--- src/rtl/warp_mask_seq.sv ---
module warp_mask_seq #(
  parameter int WARP  = 32,
  parameter int LANES = 8,
  parameter int DEPTH = 8,
  parameter int PCW   = 32,
  localparam int GROUPS = WARP / LANES,
  localparam int GW     = (GROUPS > 1) ? $clog2(GROUPS) : 1,
  localparam int SPW    = $clog2(DEPTH + 1),
  localparam int IW     = (DEPTH > 1) ? $clog2(DEPTH) : 1
) (
  input  logic             clk,
  input  logic             rst_n,
  input  logic [PCW-1:0]   start_pc,
  input  logic             instr_valid,
  input  logic             is_branch,
  input  logic [WARP-1:0]  cond,
  input  logic [PCW-1:0]   target_pc,
  input  logic [PCW-1:0]   fall_pc,
  input  logic [PCW-1:0]   reconv_pc,
  input  logic [PCW-1:0]   next_pc,
  output logic             ready,
  output logic             busy,
  output logic [PCW-1:0]   warp_pc,
  output logic [WARP-1:0]  active_mask,
  output logic [GW-1:0]    beat_grp,
  output logic [LANES-1:0] beat_lanes,
  output logic             ovf_err
);

  logic [PCW-1:0]  stk_pc   [DEPTH];
  logic [PCW-1:0]  stk_rpc  [DEPTH];
  logic [WARP-1:0] stk_mask [DEPTH];
  logic [SPW-1:0]  sp;
  logic [IW-1:0]   topi;

  logic            l_br;
  logic [WARP-1:0] l_cond;
  logic [PCW-1:0]  l_tgt, l_fall, l_rc, l_next;

  logic [GROUPS-1:0] nz;
  logic [GW-1:0]     first_g, nxt_g;
  logic              has_nxt;
  logic [WARP-1:0]   tmask;
  logic              room, pop_pending;

  assign topi        = IW'(sp - SPW'(1));
  assign pop_pending = (sp != '0) && (warp_pc == stk_rpc[topi]);
  assign ready       = !busy && !pop_pending;
  assign beat_lanes  = active_mask[beat_grp*LANES +: LANES];
  assign tmask       = l_cond & active_mask;
  assign room        = (int'(sp) + 2) <= DEPTH;

  for (genvar g = 0; g < GROUPS; g++) begin : g_nz
    assign nz[g] = |active_mask[g*LANES +: LANES];
  end

  always_comb begin
    first_g = '0;
    nxt_g   = '0;
    has_nxt = 1'b0;
    for (int g = GROUPS - 1; g >= 0; g--) begin
      if (nz[g]) first_g = GW'(g);
      if (nz[g] && g > int'(beat_grp)) begin
        nxt_g   = GW'(g);
        has_nxt = 1'b1;
      end
    end
  end

  always_ff @(posedge clk) begin
    if (!rst_n) begin
      warp_pc     <= start_pc;
      active_mask <= '1;
      sp          <= '0;
      busy        <= 1'b0;
      beat_grp    <= '0;
      ovf_err     <= 1'b0;
      l_br        <= 1'b0;
      l_cond      <= '0;
      l_tgt       <= '0;
      l_fall      <= '0;
      l_rc        <= '0;
      l_next      <= '0;
    end else if (busy) begin
      if (has_nxt) begin
        beat_grp <= nxt_g;
      end else begin
        busy <= 1'b0;
        if (!l_br) begin
          warp_pc <= l_next;
        end else if (tmask == '0) begin
          warp_pc <= l_fall;
        end else if (tmask == active_mask) begin
          warp_pc <= l_tgt;
        end else begin
          warp_pc     <= l_tgt;
          active_mask <= tmask;
          if (room) begin
            stk_pc[IW'(sp)]       <= l_rc;
            stk_rpc[IW'(sp)]      <= l_rc;
            stk_mask[IW'(sp)]     <= active_mask;
            stk_pc[IW'(sp + 1)]   <= l_fall;
            stk_rpc[IW'(sp + 1)]  <= l_rc;
            stk_mask[IW'(sp + 1)] <= active_mask & ~l_cond;
            sp <= sp + SPW'(2);
          end else begin
            ovf_err <= 1'b1;
          end
        end
      end
    end else if (pop_pending) begin
      warp_pc     <= stk_pc[topi];
      active_mask <= stk_mask[topi];
      sp          <= sp - SPW'(1);
    end else if (instr_valid) begin
      busy     <= 1'b1;
      beat_grp <= first_g;
      l_br     <= is_branch;
      l_cond   <= cond;
      l_tgt    <= target_pc;
      l_fall   <= fall_pc;
      l_rc     <= reconv_pc;
      l_next   <= next_pc;
    end
  end

  p_beat_nonzero_r3: assert property (@(posedge clk) disable iff (!rst_n)
    busy |-> beat_lanes != '0);

  p_grp_ascend_r3: assert property (@(posedge clk) disable iff (!rst_n)
    busy && $past(busy) |-> beat_grp > $past(beat_grp));

  p_mask_hold_r2: assert property (@(posedge clk) disable iff (!rst_n)
    busy && $past(busy) |-> $stable(active_mask));

  p_pop_one_r6: assert property (@(posedge clk) disable iff (!rst_n)
    !busy && pop_pending |=> sp == $past(sp) - SPW'(1));

  p_ovf_sticky_r7: assert property (@(posedge clk) disable iff (!rst_n)
    ovf_err |=> ovf_err);

  p_sp_bound_r7: assert property (@(posedge clk) disable iff (!rst_n)
    int'(sp) <= DEPTH);

  p_mask_live_r5: assert property (@(posedge clk) disable iff (!rst_n)
    active_mask != '0);

endmodule

--- config.mk ---
export PLATFORM = sky130hd
export DESIGN_NAME = warp_mask_seq
export DESIGN_NICKNAME = d
export VERILOG_FILES = /design/src/rtl/warp_mask_seq.sv
export SDC_FILE = /design/constraint.sdc
export NUM_CORES = 2
export LEC_CHECK = 0
export ABC_AREA = 0
export BUFFER_PORTS_ARGS = -buffer_cell sky130_fd_sc_hd__buf_4
export CORE_UTILIZATION = 45
export DETAILED_ROUTE_END_ITERATION = 7
export RECOVER_POWER = 25
export SLEW_MARGIN = 20
export SYNTH_ARGS = -nofsm -noshare
export SYNTH_HDL_FRONTEND = slang
export SYNTH_SLANG_ARGS = --single-unit
--- constraint.sdc ---
create_clock -name clk -period 5.9 [get_ports clk]
set_input_delay 1.18 -clock clk [delete_from_list [all_inputs] [get_ports clk]]
set_output_delay 1.18 -clock clk [all_outputs]
set_load 0.005 [all_outputs]
* Word level (Yosys, flattened, before mapping) *
Memories as Yosys holds them, arrays and structs flattened.
Cells that the tools add are included.

storage, ports and cells
  memories kept = 3
  memory bits (writable) = 768
  register bits after elaboration = 233

memory list
  name      depth  width  rd ports  clocked after memory_dff  write ports  line  source
  stk_mask  8      32     1         0                         2            32    logic [WARP-1:0] stk_mask [DEPTH];
  stk_pc    8      32     1         0                         2            30    logic [PCW-1:0] stk_pc [DEPTH];
  stk_rpc   8      32     1         0                         2            31    logic [PCW-1:0] stk_rpc [DEPTH];

operators by class
  muxes and demuxes = 45
  magnitude comparators = 4
  add/sub/neg operators = 4
  reduce and logical (&&, ||, !) cells = 21
  shift-type cells = 1
  bitwise gates (word level) = 9
  eq/ne operators = 11

operators with widths
  cell                                                  count
  two-way mux 32 bit                                    12
  AND 32 bit                                            2
  equality test 32 bit                                  2
  zero test 32 bit                                      1
  inverter 32 bit                                       1
  OR reduction 8 bit                                    4
  indexed part select 32 x 6 -> 8 bit                   1
  two-way mux 4 bit                                     7
  two-way mux 2 bit                                     11
  two-way mux 1 bit                                     15
  AND reduction 6 bit                                   2
  != test 2 bit (second input constant)                 4
  != test 2 x 1 -> 1 bit (second input constant)        3
  inverter 1 bit                                        6
  AND reduction 3 bit                                   2
  adder 4 x 2 -> 5 bit (second input constant)          1
  <= comparator 5 x 4 -> 1 bit (second input constant)  1
  logical AND 1 bit                                     5
  AND reduction 5 bit                                   1
  adder 4 x 2 -> 4 bit (second input constant)          1
  > comparator 2 bit (first input constant)             2
  nonzero test 2 bit                                    2
  nonzero test 4 bit                                    1
  subtractor 4 x 1 -> 4 bit (second input constant)     1
  6 further kinds                                       7

* Longest topological paths before layout *
  depth after elaboration = 10
  mapped depth = 18
  depth with buffers taken out = 10

* Least setup slack after synthesis *
Ideal clock, no wire load.

  kind = reg2reg
  start point = reg sp[0]
  end point = mem stk_mask[1][0], enable pin
  stages on the path, launching flop included = 14
  library setup time = 453 ps
  setup slack = 762 ps
  required time = 5447 ps
  arrival time = 4685 ps
  buffers on the path = 8
  cell sequence = dfxtp_1 -> inv_1 -> clkbuf_1 -> ha_1 -> buf_6 -> buf_6 -> buf_2 -> buf_2 -> buf_2 -> nor2_1 -> and2_1 -> buf_2 -> clkbuf_1 -> a21o_1

RTL lines
  item                    line  source
  start, declared         33    logic [SPW-1:0] sp;
  start signal, assigned  105   sp <= sp + SPW'(2);
  start signal, assigned  114   sp <= sp - SPW'(1);
  end, declared           32

* Worst setup path in the final report *
  start point = reg sp[0]
  end point = reg warp_pc[26] (data pin)

between the ends
  longest elaborated chain between the ends = 5

RTL lines
  item                       line  source
  subtractor 4 x 1 -> 4 bit  --
  memory (8 x 32 bit)        --
  two-way mux 32 bit         111   end else if (pop_pending) begin
  two-way mux 32 bit         84    end else if (busy) begin
  two-way mux 32 bit         71    if (!rst_n) begin
  end signal, assigned       72    warp_pc <= start_pc;
  end signal, assigned       90    warp_pc <= l_next;
  end signal, assigned       112   warp_pc <= stk_pc[topi];
  end, declared              23    output logic [PCW-1:0] warp_pc,

No other way between the ends. The select of a mux whose other input is x is not followed.
A chain may end at the register's enable or synchronous reset.

==> metrics.txt <==
hold_buf cts 0; gr ovfl total 0; met1 WL between 50 and 60 mm; reg2reg path depth 9; synthesized flop and latch total 1,001; pwr dens about 290 nW/µm²; Synth Area in Simple Gates 0.0570; Final Max Slew Viols 232; total track usage 0.259; syn nets roughly 3,400; post-route setup slack -0.00145 ns; Clk pin slew, worst setup/hold paths roughly 0.060 ns; worst reg-to-reg setup slack -0.001 ns; final std cells w/o fill 4,783; Core Region a little over 100,000 µm²; starting density of the core 0.457; largest net degree at the start of global routing approximately 140; critical path capture point type flip-flop; top cells by area, synth edfxtp_1 52%, mux4_2 9.5%, dfxtp_1 8.8%, mux2_2 6.3%, mux2i_1 5.3%; worst-case clock buffer depth 3; Core Util, Final 0.524; post-synthesis sequential area ratio 0.611; drt wl/cell around 28 µm; Initial DRC Count 2,882; Final Cycle Share 1.00; worst setup path startpoint sp[0]; Hold Path End l_next[8]; Post-Place Setup Slack 0.383 ns; die area approximately 100,000 µm²; CTS Root Cell clkbuf_16; max cap viols 5; Worst R2R Start sp[0]; EDFF count, synth 800; Hold Crit Class flip-flop to flip-flop; post-synthesis mux area share 0.212; layout cell share with drive strength beyond 1 0.281; critical path required time between 6 and 7 ns; Peak VDD IR 0.236 mV; Slew HR -0.863; Post-DP HPWL slightly below 80 mm; routed wl met2 roughly 65 mm; IO Port Bufs approximately 270; CP Launch Type flip-flop; CTS H-tree depth 3; row count 116; Post-synth ARST share 0; critical path arrival around 6.4 ns; Synth warnings 0; CTS Sinks between 1,000 and 1,500; P_leak 17.6 nW; Yosys top cell by area edfxtp_1; Via density between 6 and 7; Ports 273; hold path start l_next[8]; # nets final approximately 3,500; initial antenna violation count 8; post-synthesis cell area around 46,000 µm²; status finished with violations; met3 routed WL between 10 and 15 mm; Peak Freq between 150 and 200 MHz; Mapped Cells 3,170; Syn Area/Cell 14.5 µm²; complex-gate fraction of the synthesized area 0.0766; number of distinct library cells after synthesis 66; final hold vios 0; DIE HEIGHT 322 µm; routability cong. 0.844; Placed Cells 4,574; via count around 29,000; Synth top area share 0.523; Post-synth top flop edfxtp_1; WL final 135 mm; final setup fails 1; failing checks max-capacitance violations, max-slew violations, negative setup slack; Worst Skew between 0.04 and 0.05 ns; pin slew with the least headroom to its limit 2.79 ns; XOR/XNOR Fraction of Synth Area 0.0101; Synth Area in Adders 0.00191; Num CTS Buffers 107; Worst Path Max Fanout 33; most common cell in the netlist edfxtp_1; reg2reg end warp_pc[26]; fillcell total 8,356; critical path type flip-flop to flip-flop; drt drc 0; chip width 322 µm; Area Overhead vs Synth 14.8%; worst skew pair latency 0.70 ns; RSZ-0062 raised after global routing false; post-route ant nets 0; CTS tree done; top routing layer in use met5; cell depth of the worst hold path 2; Period minus WS final between 5 and 6 ns; vias in the first global route between 20,000 and 30,000; top cells by count, synth 800 x edfxtp_1, 419 x nand2_1, 259 x mux2_2; 1st-pass router iterations 6; global-route wire length before repair ~200 mm; largest family of logic cells by synthesized area multiplexers
[routing by layer]
metal	vias up	global-route usage
met1	15000	0.348
met3	238	0.0490
li1	12500	-
met4	8	0.0797
met2	1222	0.425
met5	-	0
[state kept, by name, indices dropped and copies added (netlist names)]
signal / flops
active_mask: 32
beat_grp: 2
busy: 1
l_br: 1
l_cond: 32
l_fall: 32
l_next: 32
l_rc: 32
l_tgt: 32
ovf_err: 1
sp: 4
stk_mask: 256
stk_pc: 256
stk_rpc: 256
warp_pc: 32
[logic make-up (layout without fill, tap and decap cells)]
family	after synthesis	after routing
compound gates	496	496
xor+xnor	53	53
fa+ha+maj	7	7
buf+inv	316	571
flops	1001	1001
mux	699	699
other cells	0	1
simple gates	598	598
[layout make-up]
cell class | instances | area [µm²] | share of cell area
diodes | 1 | 2.50 | 0.0000475
clock buffers | 153 | 2950 | 0.0560
clock inverters | 49 | 591 | 0.0112
inverters | 17 | 66.3 | 0.00126
multi-input cells | 1853 | 16600 | 0.315
flip-flops and latches | 1001 | 28100 | 0.532
well taps | 1357 | 1700 | 0.0322
repair buffers | 352 | 2780 | 0.0527
[power breakdown]
part	total, W	switching (W)	leakage (nW)	internal (W)
combinational	0.000655	0.000324	7.38	0.000331
sequential	0.00792	0.000230	8.50	0.00769
clock	0.00679	0.00282	1.71	0.00397
total	0.0154	0.00338	17.6	0.0120
[worst max-delay path by stage]
stage,slack [ns],to,cells past startpoint
after floorplan,0.76,stk_mask[1][0],13
after global placement,0.46,ready,12
after detailed placement,0.38,ready,12
final,-0.001,warp_pc[26],9
after global routing,0.04,stk_mask[7][13],11
after CTS,0.05,ready,12
[worst max-delay path, stage by stage (launching register included)]
cell and delay (ns):
dfxtp_4 0.43, inv_1 0.10, ha_4 0.21, xnor2_2 0.77
clkbuf_1 2.04, nor2_4 0.59, buf_4 0.50, a22oi_1 0.29
o2111ai_1 0.43, o21a_1 0.25
[placed cells by master (no fill, tap or decap), types with 22 or more instances in the layout]
| cell | netlist | routed |
|---|---|---|
| a22oi_1 | 46 | 46 |
| mux2i_1 | 245 | 245 |
| and2_1 | 34 | 32 |
| buf_4 | 7 | 250 |
| xnor2_1 | 29 | 28 |
| dfxtp_1 | 201 | 198 |
| clkbuf_4 | 0 | 53 |
| mux4_2 | 193 | 193 |
| nand2b_1 | 26 | 26 |
| a21oi_1 | 105 | 105 |
| clkbuf_1 | 165 | 63 |
| xor2_1 | 24 | 23 |
| nand2_1 | 419 | 418 |
| o2111ai_1 | 42 | 42 |
| a21boi_0 | 192 | 192 |
| nand3_1 | 47 | 47 |
| clkbuf_16 | 0 | 109 |
| clkinv_1 | 8 | 22 |
| mux2_2 | 259 | 259 |
| edfxtp_1 | 800 | 800 |
| o21a_1 | 34 | 34 |
| a211oi_1 | 31 | 31 |
[timing repair]
action | CTS | global route
gates resized for setup | 4 | 4
setup endpoints to repair | 1 | 1
endpoints found under the hold margin | 0 | 0
buffers inserted | 4 | 0
pin swaps | 1 | 0
gates cloned | 0 | 1
[through the flow]
stage / total power (W) / cell area (µm²) / TNS [ns] / hold slack (ns)
after detailed placement: 0.00872 / 49200 / 0 / 0.447
final: 0.0154 / 52700 / -0.00145 / 0.456
after floorplan: 0.00836 / 45900 / 0 / 0.434
after CTS: 0.0155 / 52800 / 0 / 0.460
after global placement: 0.00870 / 49200 / 0 / 0.447
after global routing: 0.0158 / 52700 / 0 / 0.481
Note: power is estimated with default switching activity, not from simulation.
